--- src/rtl/rcb_pkg.sv ---
package rcb_pkg;
   // Field positions that the instruction decoder and this unit share
   localparam int ANNUL_POS = 29;
   localparam int RSV_POS   = 28;
   localparam int COND_LSB  = 25;
   localparam int COND_W    = 3;
   localparam int HINT_POS  = 19;
   localparam int DHI_LSB   = 20;
   localparam int DLO_LSB   = 0;

   typedef enum logic [COND_W-1:0] {
      RC_RSV_A = 3'd0,
      RC_EQZ   = 3'd1,
      RC_LEZ   = 3'd2,
      RC_LTZ   = 3'd3,
      RC_RSV_B = 3'd4,
      RC_NEZ   = 3'd5,
      RC_GTZ   = 3'd6,
      RC_GEZ   = 3'd7
   } rcond_e;

   typedef struct packed {
      logic   annul_req;
      logic   rsv_set;
      rcond_e cond;
   } ctl_fields_t;
endpackage

--- src/rtl/rcb_field_split.sv ---
module rcb_field_split
   import rcb_pkg::*;
#(
   parameter int ILEN = 32,
   parameter int HI_W = 2,
   parameter int LO_W = 14
) (
   input  logic [ILEN-1:0] instr,
   output ctl_fields_t     ctl,
   output logic [HI_W-1:0] disp_hi,
   output logic [LO_W-1:0] disp_lo
);
   localparam int TOP_USED = ANNUL_POS;

   if (ILEN <= TOP_USED) begin : g_bad_ilen
      $error("rcb_field_split: ILEN too small for field layout");
   end
   if (DLO_LSB + LO_W > HINT_POS) begin : g_bad_lo
      $error("rcb_field_split: low displacement overlaps hint bit");
   end

   always_comb begin
      ctl.annul_req = instr[ANNUL_POS];
      ctl.rsv_set   = instr[RSV_POS];
      ctl.cond      = rcond_e'(instr[COND_LSB +: COND_W]);
   end

   assign disp_hi = instr[DHI_LSB +: HI_W];
   assign disp_lo = instr[DLO_LSB +: LO_W];

   // The hint, op2, register index and top bits are never examined
   logic unused_bits;
   assign unused_bits = ^{instr[ILEN-1:ANNUL_POS+1], instr[COND_LSB-1:DHI_LSB+HI_W],
                          instr[HINT_POS:DLO_LSB+LO_W]};
endmodule

--- src/rtl/rcb_cond_eval.sv ---
module rcb_cond_eval
   import rcb_pkg::*;
#(
   parameter int XLEN = 64
) (
   input  rcond_e          cond,
   input  logic            rsv_set,
   input  logic [XLEN-1:0] rs1_val,
   output logic            take,
   output logic            bad_enc
);
   if (XLEN < 2) begin : g_bad_xlen
      $error("rcb_cond_eval: XLEN must be at least 2");
   end

   logic is_zero;
   logic is_neg;
   logic hit;

   assign is_zero = (rs1_val == '0);
   assign is_neg  = rs1_val[XLEN-1];

   always_comb begin
      unique case (cond)
         RC_EQZ:  hit = is_zero;
         RC_NEZ:  hit = !is_zero;
         RC_LTZ:  hit = is_neg;
         RC_GEZ:  hit = !is_neg;
         RC_LEZ:  hit = is_neg || is_zero;
         RC_GTZ:  hit = !is_neg && !is_zero;
         default: hit = 1'b0;
      endcase
   end

   assign bad_enc = rsv_set || (cond == RC_RSV_A) || (cond == RC_RSV_B);
   assign take    = hit && !bad_enc;
endmodule

--- src/rtl/rcb_target_calc.sv ---
module rcb_target_calc #(
   parameter int XLEN       = 64,
   parameter int HI_W       = 2,
   parameter int LO_W       = 14,
   parameter int WORD_SHIFT = 2
) (
   input  logic [HI_W-1:0] disp_hi,
   input  logic [LO_W-1:0] disp_lo,
   input  logic [XLEN-1:0] pc,
   input  logic [XLEN-1:0] npc,
   output logic [XLEN-1:0] target,
   output logic [XLEN-1:0] fallthru
);
   localparam int DISP_W = HI_W + LO_W;
   localparam int EXT_W  = XLEN - DISP_W - WORD_SHIFT;
   localparam int STEP   = 1 << WORD_SHIFT;

   if (EXT_W < 1) begin : g_bad_widths
      $error("rcb_target_calc: XLEN too small for displacement");
   end

   logic [DISP_W-1:0] disp;
   logic [XLEN-1:0]   offset;

   assign disp   = {disp_hi, disp_lo};
   assign offset = {{EXT_W{disp[DISP_W-1]}}, disp, {WORD_SHIFT{1'b0}}};

   assign target   = pc + offset;
   assign fallthru = npc + XLEN'(STEP);
endmodule

--- src/rtl/rcb_branch_unit.sv ---
module rcb_branch_unit
   import rcb_pkg::*;
#(
   parameter int XLEN       = 64,
   parameter int ILEN       = 32,
   parameter int HI_W       = 2,
   parameter int LO_W       = 14,
   parameter int WORD_SHIFT = 2,
   parameter bit REG_OUT    = 1'b1
) (
   input  logic            clk,
   input  logic            rst_n,
   input  logic            in_valid,
   input  logic [ILEN-1:0] instr,
   input  logic [XLEN-1:0] rs1_val,
   input  logic [XLEN-1:0] pc,
   input  logic [XLEN-1:0] npc,
   output logic            out_valid,
   output logic [XLEN-1:0] nnpc,
   output logic            taken,
   output logic            annul,
   output logic            illegal
);
   if (HI_W + LO_W != 16) begin : g_bad_disp
      $error("rcb_branch_unit: displacement pieces must total 16 bits");
   end

   ctl_fields_t     ctl;
   logic [HI_W-1:0] d_hi;
   logic [LO_W-1:0] d_lo;
   logic            c_take;
   logic            c_bad;
   logic [XLEN-1:0] c_target;
   logic [XLEN-1:0] c_fall;
   logic [XLEN-1:0] c_nnpc;
   logic            c_annul;

   rcb_field_split #(.ILEN(ILEN), .HI_W(HI_W), .LO_W(LO_W)) i_split (
      .instr   (instr),
      .ctl     (ctl),
      .disp_hi (d_hi),
      .disp_lo (d_lo)
   );

   rcb_cond_eval #(.XLEN(XLEN)) i_cond (
      .cond    (ctl.cond),
      .rsv_set (ctl.rsv_set),
      .rs1_val (rs1_val),
      .take    (c_take),
      .bad_enc (c_bad)
   );

   rcb_target_calc #(
      .XLEN(XLEN), .HI_W(HI_W), .LO_W(LO_W), .WORD_SHIFT(WORD_SHIFT)
   ) i_tgt (
      .disp_hi  (d_hi),
      .disp_lo  (d_lo),
      .pc       (pc),
      .npc      (npc),
      .target   (c_target),
      .fallthru (c_fall)
   );

   assign c_nnpc  = c_take ? c_target : c_fall;
   assign c_annul = ctl.annul_req && !c_take;

   if (REG_OUT) begin : g_reg
      always_ff @(posedge clk or negedge rst_n) begin
         if (!rst_n) begin
            out_valid <= 1'b0;
            nnpc      <= '0;
            taken     <= 1'b0;
            annul     <= 1'b0;
            illegal   <= 1'b0;
         end else begin
            out_valid <= in_valid;
            if (in_valid) begin
               nnpc    <= c_nnpc;
               taken   <= c_take;
               annul   <= c_annul;
               illegal <= c_bad;
            end
         end
      end
   end else begin : g_comb
      logic unused_clk;
      assign unused_clk = clk ^ rst_n;
      assign out_valid  = in_valid;
      assign nnpc       = in_valid ? c_nnpc  : '0;
      assign taken      = in_valid && c_take;
      assign annul      = in_valid && c_annul;
      assign illegal    = in_valid && c_bad;
   end
endmodule

--- config.mk ---
export PLATFORM = sky130hd
export DESIGN_NAME = rcb_branch_unit
export DESIGN_NICKNAME = d
export VERILOG_FILES = /design/src/rtl/rcb_pkg.sv /design/src/rtl/rcb_field_split.sv /design/src/rtl/rcb_cond_eval.sv /design/src/rtl/rcb_target_calc.sv /design/src/rtl/rcb_branch_unit.sv
export SDC_FILE = /design/constraint.sdc
export NUM_CORES = 1
export LEC_CHECK = 0
export BUFFER_PORTS_ARGS = -buffer_cell sky130_fd_sc_hd__buf_2
export CORE_MARGIN = 5
export CORE_UTILIZATION = 55
export CTS_CLUSTER_DIAMETER = 200
export DETAILED_ROUTE_END_ITERATION = 7
export PLACE_DENSITY = 0.88
export SETUP_SLACK_MARGIN = 0.4
export SYNTH_ARGS = -nofsm -noshare
export SYNTH_HDL_FRONTEND = slang
export SYNTH_SLANG_ARGS = --single-unit
--- constraint.sdc ---
create_clock -name clk -period 1.2 [get_ports clk]
set_input_delay 0.24 -clock clk [delete_from_list [all_inputs] [get_ports clk]]
set_output_delay 0.24 -clock clk [all_outputs]
set_load 0.02 [all_outputs]
==> results of run 1 <==
metrics by stage:
stage	hold WS (ps)	cell area, µm²	TNS [ps]
after floorplan	-55.6	8300	-73420
after global placement	282	12100	-102350
after detailed placement	283	12100	-110170
logic make-up after synthesis:
family,after synthesis
adders and majority gates,63
buffers and inverters,85
and+or+nand+nor,371
xor gates and xnor gates,115
DFF,68
AOI/OAI and AO/OA,343
muxes,5
==> results by group, run 1 <==
Yosys
  • Compound-Gate Fraction of Synth Area: 0.281
  • Seq/Total Area, Yosys: 0.216
  • Xor and xnor area share after synthesis: 0.128
  • Commonest cells post-synth: a21oi_1 (115), nand2_1 (115), nor2_1 (101), dfrtp_1 (68), o21ai_0 (64)
  • Largest family of logic cells by synthesized area: compound AO/OA/AOI/OAI gates
  • Ys Warns: 0
  • Top_reg_cell synth: dfrtp_1
  • Synth area leader: dfrtp_1
  • Unique masters post-synth: 73
  • Adder-Cell Fraction of Synth Area: 0.101
  • Synth Cell Area: 7900 µm²
  • Synth area leaders: dfrtp_1 (22%), ha_1 (9.8%), a21oi_1 (7.3%)
  • Post-Syn Nets: 1340
  • Ys async rst share: 1.00
  • EDFF count, synth: 0
  • Syn Area/Cell: 7.52 µm²
  • Post-Synthesis Cells: 1050
  • Post-synthesis simple-gate area fraction: 0.223
  • #FFs+latches synth: 68
  • Top-area cell type share of the netlist area: 0.216
  • Multiplexer share of the synthesized area: 0.00650

Run status
  • Status: did not finish
  • Error msg: [ERROR DPL-0038] Utilization greater than 100%, impossible to legalize
  • Fail Step: clock tree synthesis (4_1_cts)

Place
  • Placed instance count: 1778
  • Post-DP HPWL: 30.0 mm
  • IO buf count: 283
  • Dpl ws: -2030 ps
  • Routability congestion estimate: 1.09

Clocking
  • Clock Path Buffers: 2
  • CTS Hold Bufs: 1
  • Post-CTS Setup Repair Bufs: 49
  • Clk Tree Root Cell: clkbuf_16
  • Max H-tree Level: 3
  • Num Clock Sinks: 68
  • Post-CTS sizing: 279
  • CTS Buf Count: 9

Floorplanning
  • Initial Util: 0.564
  • Row count: 43
  • I/O pin count: 295
  • Die X: 130 µm
  • Die Y-Extent: 130 µm
==> run 2: changes to the inputs <==
--- a/config.mk
+++ b/config.mk
@@ -7,11 +7,9 @@
 export LEC_CHECK = 0
 export BUFFER_PORTS_ARGS = -buffer_cell sky130_fd_sc_hd__buf_2
 export CORE_MARGIN = 5
-export CORE_UTILIZATION = 55
-export CTS_CLUSTER_DIAMETER = 200
+export CORE_UTILIZATION = 40
 export DETAILED_ROUTE_END_ITERATION = 7
-export PLACE_DENSITY = 0.88
-export SETUP_SLACK_MARGIN = 0.4
+export PLACE_DENSITY_LB_ADDON = 0.15
 export SYNTH_ARGS = -nofsm -noshare
 export SYNTH_HDL_FRONTEND = slang
 export SYNTH_SLANG_ARGS = --single-unit
==> run 2 against run 1 <==
The flow now finishes, with violations (negative setup slack); area after synthesis unchanged; synthesized cell count unchanged.
==> results by group, run 2 <==
Finish
  • Layout cells sized above 1: 0.528
  • Layout area overhead: 83.9%
  • Most common cell after layout, fill and taps aside: buf_4
  • ANT cells: 0
  • Nets: 1955
  • Most frequent cells in the layout: buf_4 (320), buf_2 (270), nand2_1 (94), nor2_1 (83), a21oi_1 (78)
  • # fillers: 1441
  • Max reg flops: 64
  • Reg with most FFs: nnpc
  • Post-layout utilization of the core: 0.746

Drt
  • Vias: 10.7k
  • Final WL: 36.8 mm
  • Avg Vias per Cell: 5.54
  • First-pass DRT Iterations: 5
  • Starting DRT DRC Count: 797
  • Routed Antenna Nets: 0
  • Residual DRC: 0
  • DR WL/cell: 19.0 µm

Global routing
  • Grt ovf: 0
  • GR peak layer: met2
  • Met3 Track Usage GR: 0.0644
  • Met2 GRT Util: 0.523
  • Number of global-route vias before repair: 10.5k
  • Initial antenna violation count: 1
  • Largest net degree at the start of global routing: 64
  • Total track usage: 0.310
  • Global-route wire length before repair: 54.6 mm
  • Grt met1 use: 0.390

Timing
  • Tmin final: 2660 ps
  • Worst Hold Slack: 138 ps
  • Max-slew violation count: 0
  • Final WS setup: -1460 ps
  • Fin. Hold Viols: 0
  • Slew margin rel.: 0.650
  • Setup violators final: 66
  • Layout Skew: 0 ps
  • RSZ-0062 raised after global routing: yes
  • FMAX: 0.376 GHz
  • Least-Margin Pin Slew: 520 ps
  • Final period util: 2.21
  • Setup TNS: -80190 ps

Yosys
  • Synth Cell Area: 7900 µm²
  • Adder-Cell Fraction of Synth Area: 0.101
  • Post-Synthesis Cells: 1050
  • #FFs+latches synth: 68
  • Top_reg_cell synth: dfrtp_1
  • Largest family of logic cells by synthesized area: compound AO/OA/AOI/OAI gates
  • Ys Warns: 0
  • Compound-Gate Fraction of Synth Area: 0.281
  • Ys async rst share: 1.00
  • Xor and xnor area share after synthesis: 0.128
  • Commonest cells post-synth: a21oi_1 (115), nand2_1 (115), nor2_1 (101), dfrtp_1 (68), o21ai_0 (64)
  • Top-area cell type share of the netlist area: 0.216
  • Syn Area/Cell: 7.52 µm²
  • Synth area leaders: dfrtp_1 (22%), ha_1 (9.8%), a21oi_1 (7.3%)
  • Post-Syn Nets: 1340
  • Synth area leader: dfrtp_1
  • Post-synthesis simple-gate area fraction: 0.223
  • Unique masters post-synth: 73
  • EDFF count, synth: 0
  • Multiplexer share of the synthesized area: 0.00650
  • Seq/Total Area, Yosys: 0.216

Critical path
  • Setup CP Type: input port to flip-flop
  • Critical Path RT: 1450 ps
  • CP max stage cell: a2111o_1
  • Critical path startpoint category: input port
  • Crit-path cells: buf_6, ha_4, and3_4, and4_4, o211ai_1, a211oi_4, o2111ai_4, a211o_4, nand2_4, nand3_2, a2111o_1, a32o_1
  • CP endpoint kind: flip-flop
  • Slowest cell delay on critical path: 410 ps
  • R2R Setup Slk: 270 ps
  • WP data arrival: 2910 ps
  • Max FO, Critical Path: 3

Place
  • IO buf count: 283
  • Dpl ws: -2060 ps
  • Routability congestion estimate: 0.944
  • Post-DP HPWL: 27.0 mm

Run status
  • Failing checks: negative setup slack
  • Status: finished with violations

Clocking
  • CTS tree: yes
  • Clock Path Buffers: 2
  • Num Clock Sinks: 68
  • Clk Latency, worst-skew pair: 350 ps
  • Max H-tree Level: 3
  • CTS Buf Count: 9
  • Worst-path clk slew: 70 ps
  • Clk Tree Root Cell: clkbuf_16

Pwr
  • Peak supply drop: 0.665 mV
  • Pwr dens: 878 nW/µm²
  • P_leak: 0.00680 µW

Floorplanning
  • Die X: 150 µm
  • Core Box Area: 19500 µm²
  • Row count: 51
  • Die Y-Extent: 150 µm
  • I/O pin count: 295
  • Initial Util: 0.406
  • Full die area: 22600 µm²

Job
  • Max-Cap Viols: 0

Hold path
  • Type of the worst min-delay path: input port to flip-flop
[run 2: cell counts after synthesis]
No cell type changed its count.
[run 2: what timing repair did]
| action | CTS | global route |
|---|---|---|
| cloned | 11 | 0 |
| endpoints found under the hold margin | 64 | 0 |
| setup buffers | 28 | 15 |
| hold buffers | 1 | 0 |
| pin swaps | 112 | 91 |
| gates resized for setup | 208 | 108 |
| setup endpoints to repair | 66 | 66 |
[run 2: final timing paths]
kind | from | end | depth (start not counted)
setup reg to reg | nnpc[49] | nnpc[49] | 3
max in group asynchronous | rst_n | nnpc[35] | 3
hold / removal | instr[29] | annul | 3
hold reg to reg | nnpc[43] | nnpc[43] | 1
min in group asynchronous | rst_n | nnpc[1] | 2
setup / recovery | pc[14] | nnpc[63] | 12
[run 2: final cells by class]
type,instances,area (µm²),area share
Clock buffer,10,229,0.0158
Clock inverter,6,113,0.00776
Inverter,35,131,0.00905
Multi-Input combinational cell,898,7260,0.500
Sequential cell,68,1700,0.117
Tap cell,265,332,0.0228
Timing Repair Buffer,653,4750,0.327
[run 2: cells by family (layout without fill, tap and decap cells)]
group	after synthesis	in the layout
adders and majority gates	63	63
buffers and inverters	85	704
AOI/OAI and AO/OA	343	344
xor gates and xnor gates	115	115
DFF	68	68
and+or+nand+nor	371	371
muxes	5	5
[run 2: stage by stage]
stage | cell area [µm²] | cells | power, µW
2_1_floorplan | 8270 | 1050 | 5590
3_3_place_gp | 12200 | 1872 | 8150
3_5_place_dp | 12200 | 1872 | 8210
4_1_cts | 13900 | 1925 | 12200
5_1_grt | 14500 | 1935 | 13300
6_report | 14500 | 1935 | 12700
[run 2: power by group]
part	switching (µW)	internal [µW]	leakage, µW
combinational	3510	3240	0.00584
clock	1180	2040	0.000167
sequential	182	2590	0.000795
[run 2: per-layer routing]
layer	routed length [µm]	vias up
met3	2940	82
met4	1190	2
met1	15100	5075
li1	-	5077
met5	20	-
met2	17500	484
[run 2: critical path, delay by kind of cell]
kind / cells / cell delay [ps]
fa+ha+maj: 1 / 260
simple gates: 4 / 550
buf+inv: 1 / 100
compound gates: 6 / 1750
Note: power is estimated with default switching activity, not from simulation.
==> run 3: changes to the inputs <==
--- a/config.mk
+++ b/config.mk
@@ -5,6 +5,8 @@
 export SDC_FILE = /design/constraint.sdc
 export NUM_CORES = 1
 export LEC_CHECK = 0
+export ABC_AREA = 1
+export ABC_CLOCK_PERIOD_IN_PS = 1200
 export BUFFER_PORTS_ARGS = -buffer_cell sky130_fd_sc_hd__buf_2
 export CORE_MARGIN = 5
 export CORE_UTILIZATION = 40
==> run 3 against run 2 <==
The run still ends with negative setup slack left; fmax up 37%; routed wire length grew 61%; sequential share of layout area shrank 3.5 points; combinational power rose by 33%; die area grew 39%; non-clock buffer count up 77; first-iteration DRC count is 63% higher; sequential power about the same; cell area grew 43%; worst hold slack worse by 21 ps; critical endpoint is now nnpc[54]; highest routed layer is now met4.
==> results by group, run 3 <==
Run status
  • Status: finished with violations
  • Failing checks: negative setup slack

Critical path
  • Max FO, Critical Path: 7
  • WP buf/inv: 4
  • R2R Setup Slk: 370 ps
  • Slowest cell delay on critical path: 300 ps
  • Critical Path RT: 1430 ps
  • Top delay family on crit path: simple AND/OR/NAND/NOR gates
  • Crit-path cells: buf_16, buf_12, ha_4, nand2_4, inv_4, nand2_2, nor2_2, buf_6, nand4_1, nand3b_1, nand2_2, nand4_1, nand2_2, nand2_1, nand2_1, nand2_1, nand2_1
  • Reg2reg path depth: 3
  • Setup CP Type: input port to flip-flop
  • CP dominant cell by count: nand2_1
  • WP data arrival: 2180 ps
  • Worst path depth: 17
  • CP max stage cell: ha_4
  • CP endpoint kind: flip-flop
  • Critical path startpoint category: input port

Drt
  • Routed Antenna Nets: 0
  • DR WL/cell: 18.1 µm
  • Residual DRC: 0
  • First-pass DRT Iterations: 7
  • Avg Vias per Cell: 5.03
  • Starting DRT DRC Count: 1301
  • Final WL: 59.1 mm
  • Vias: 16.5k

Place
  • Placed cell areas: 17000 µm²
  • Dpl ws: -1390 ps
  • IO buf count: 283
  • Post-DP HPWL: 46.1 mm
  • Routability congestion estimate: 0.985

Clocking
  • CTS Buf Count: 9
  • CTS tree: yes
  • Clock Path Buffers: 2
  • Worst-path clk slew: 60 ps
  • Max H-tree Level: 3
  • Clk Tree Root Cell: clkbuf_16
  • Num Clock Sinks: 68
  • Clk Latency, worst-skew pair: 340 ps

Yosys
  • Ys async rst share: 1.00
  • Top_reg_cell synth: dfrtp_1
  • Unique masters post-synth: 35
  • Most frequent cell after synthesis: nand2_1
  • #FFs+latches synth: 68
  • Synth Cell Area: 11200 µm²
  • Seq/Total Area, Yosys: 0.151
  • Syn Area/Cell: 5.16 µm²
  • Post-Synthesis Cells: 2177
  • Post-Syn Nets: 2467
  • Synth area leader: nand2_1
  • Synth area leaders: nand2_1 (33%), dfrtp_1 (15%), inv_1 (13%)
  • Ys Warns: 0
  • Commonest cells post-synth: nand2_1 (999), inv_1 (402), nor2_1 (213), nand3_1 (139), dfrtp_1 (68)
  • Top-area cell type share of the netlist area: 0.334
  • EDFF count, synth: 0

Hold path
  • Type of the worst min-delay path: input port to flip-flop
  • Hold Path Stages: 3

Global routing
  • Largest net degree at the start of global routing: 69
  • Global-route wire length before repair: 86.8 mm
  • Number of global-route vias before repair: 16.3k
  • Total track usage: 0.353
  • Initial antenna violation count: 1
  • Grt ovf: 0

Finish
  • Layout cells sized above 1: 0.479
  • Reg with most FFs: nnpc
  • Final Cell Area: 20700 µm²
  • Post-layout utilization of the core: 0.745
  • Most frequent cells in the layout: nand2_1 (697), buf_4 (375), inv_1 (359), buf_2 (266), nand2_2 (208)
  • Max reg flops: 64
  • Layout area overhead: 84.3%
  • Most common cell after layout, fill and taps aside: nand2_1
  • Nets: 3181
  • ANT cells: 0

Pwr
  • P_leak: 0.0114 µW
  • Pwr dens: 702 nW/µm²
  • Peak supply drop: 0.680 mV

Timing
  • Slew margin rel.: 0.709
  • Tmin final: 1950 ps
  • FMAX: 0.514 GHz
  • RSZ-0062 raised after global routing: yes
  • Final WS setup: -747 ps
  • Worst Hold Slack: 117 ps
  • Setup violators final: 66
  • Max-slew violation count: 0
  • Fin. Hold Viols: 0
  • Final period util: 1.62
  • Layout Skew: 0 ps
  • Least-Margin Pin Slew: 435 ps

Floorplanning
  • Core Box Area: 27800 µm²
  • Die Y-Extent: 178 µm
  • Initial Util: 0.404
  • I/O pin count: 295
  • Full die area: 31500 µm²
  • Row count: 61
  • Die X: 178 µm

Job
  • Max-Cap Viols: 0
## run 3: cell types whose count changed after synthesis, moves of 22 or more
| cell | before | now |
|---|---|---|
| nand2_1 | 115 | 999 |
| inv_1 | 35 | 402 |
| nor2_1 | 101 | 213 |
| nand3_1 | 40 | 139 |
| a21oi_1 | 115 | 44 |
| o21ai_0 | 64 | 6 |
| a21o_1 | 45 | 0 |
| nor3_1 | 14 | 42 |
| clkbuf_1 | 38 | 14 |
| o211ai_1 | 22 | 0 |
## run 3: cell type report
cell class	count	area (µm²)
Clock buffer	9	225
Clock inverter	7	67.6
Fill cell	2267	7070
Inverter	403	1520
Multi-Input combinational cell	1679	11200
Sequential cell	68	1700
Tap cell	378	473
Timing Repair Buffer	730	5490
## run 3: through the flow
| stage | setup TNS (ps) | std cells | total power, µW |
|---|---|---|---|
| detailed placement | -73930 | 3193 | 9660 |
| global placement | -70680 | 3193 | 9580 |
| finish | -39960 | 3274 | 14500 |
| floorplan | -29260 | 2177 | 6380 |
| CTS | -37400 | 3258 | 13700 |
| global route | -45520 | 3274 | 15300 |
## run 3: timing repair
action | CTS | global route
hold endpoints to repair | 68 | 0
pin swaps | 186 | 183
resized for setup | 481 | 271
setup endpoints to repair | 75 | 71
gates cloned | 11 | 0
hold buffers | 1 | 0
buffers inserted | 38 | 21
## run 3: layer usage
layer  vias up  wire length [µm]  track usage
met5         -                 0            0
met3       147              3670       0.0366
met2       739             28900        0.621
met1      7562             23900        0.448
li1       8019                 -            -
met4         0              2720        0.126
## run 3: cell families after synthesis
logic type	count (synthesis)	share of synthesized area
compound gates	54	0.0248
xor+xnor	89	0.0694
fa+ha+maj	63	0.0708
buf+inv	431	0.149
flops	68	0.151
simple gates	1472	0.535
## run 3: power by group
| part | total, µW | switching (µW) | internal, µW |
|---|---|---|---|
| Clock | 2780 | 1180 | 1600 |
| Combinational | 8960 | 5110 | 3860 |
| Sequential | 2800 | 233 | 2570 |
## run 3: final timing paths
check                           startpoint        to
max in group asynchronous            rst_n  nnpc[24]
worst min-delay path             instr[29]     annul
min in group asynchronous            rst_n  nnpc[51]
worst max-delay path             instr[21]  nnpc[54]
worst min register to register    nnpc[63]  nnpc[63]
worst max register to register    nnpc[56]  nnpc[56]
## run 3: worst register-to-register path: stages (launching register included)
cell	delay (ps)
dfrtp_1	440
buf_4	170
nand2_1	50
nand2_1	50
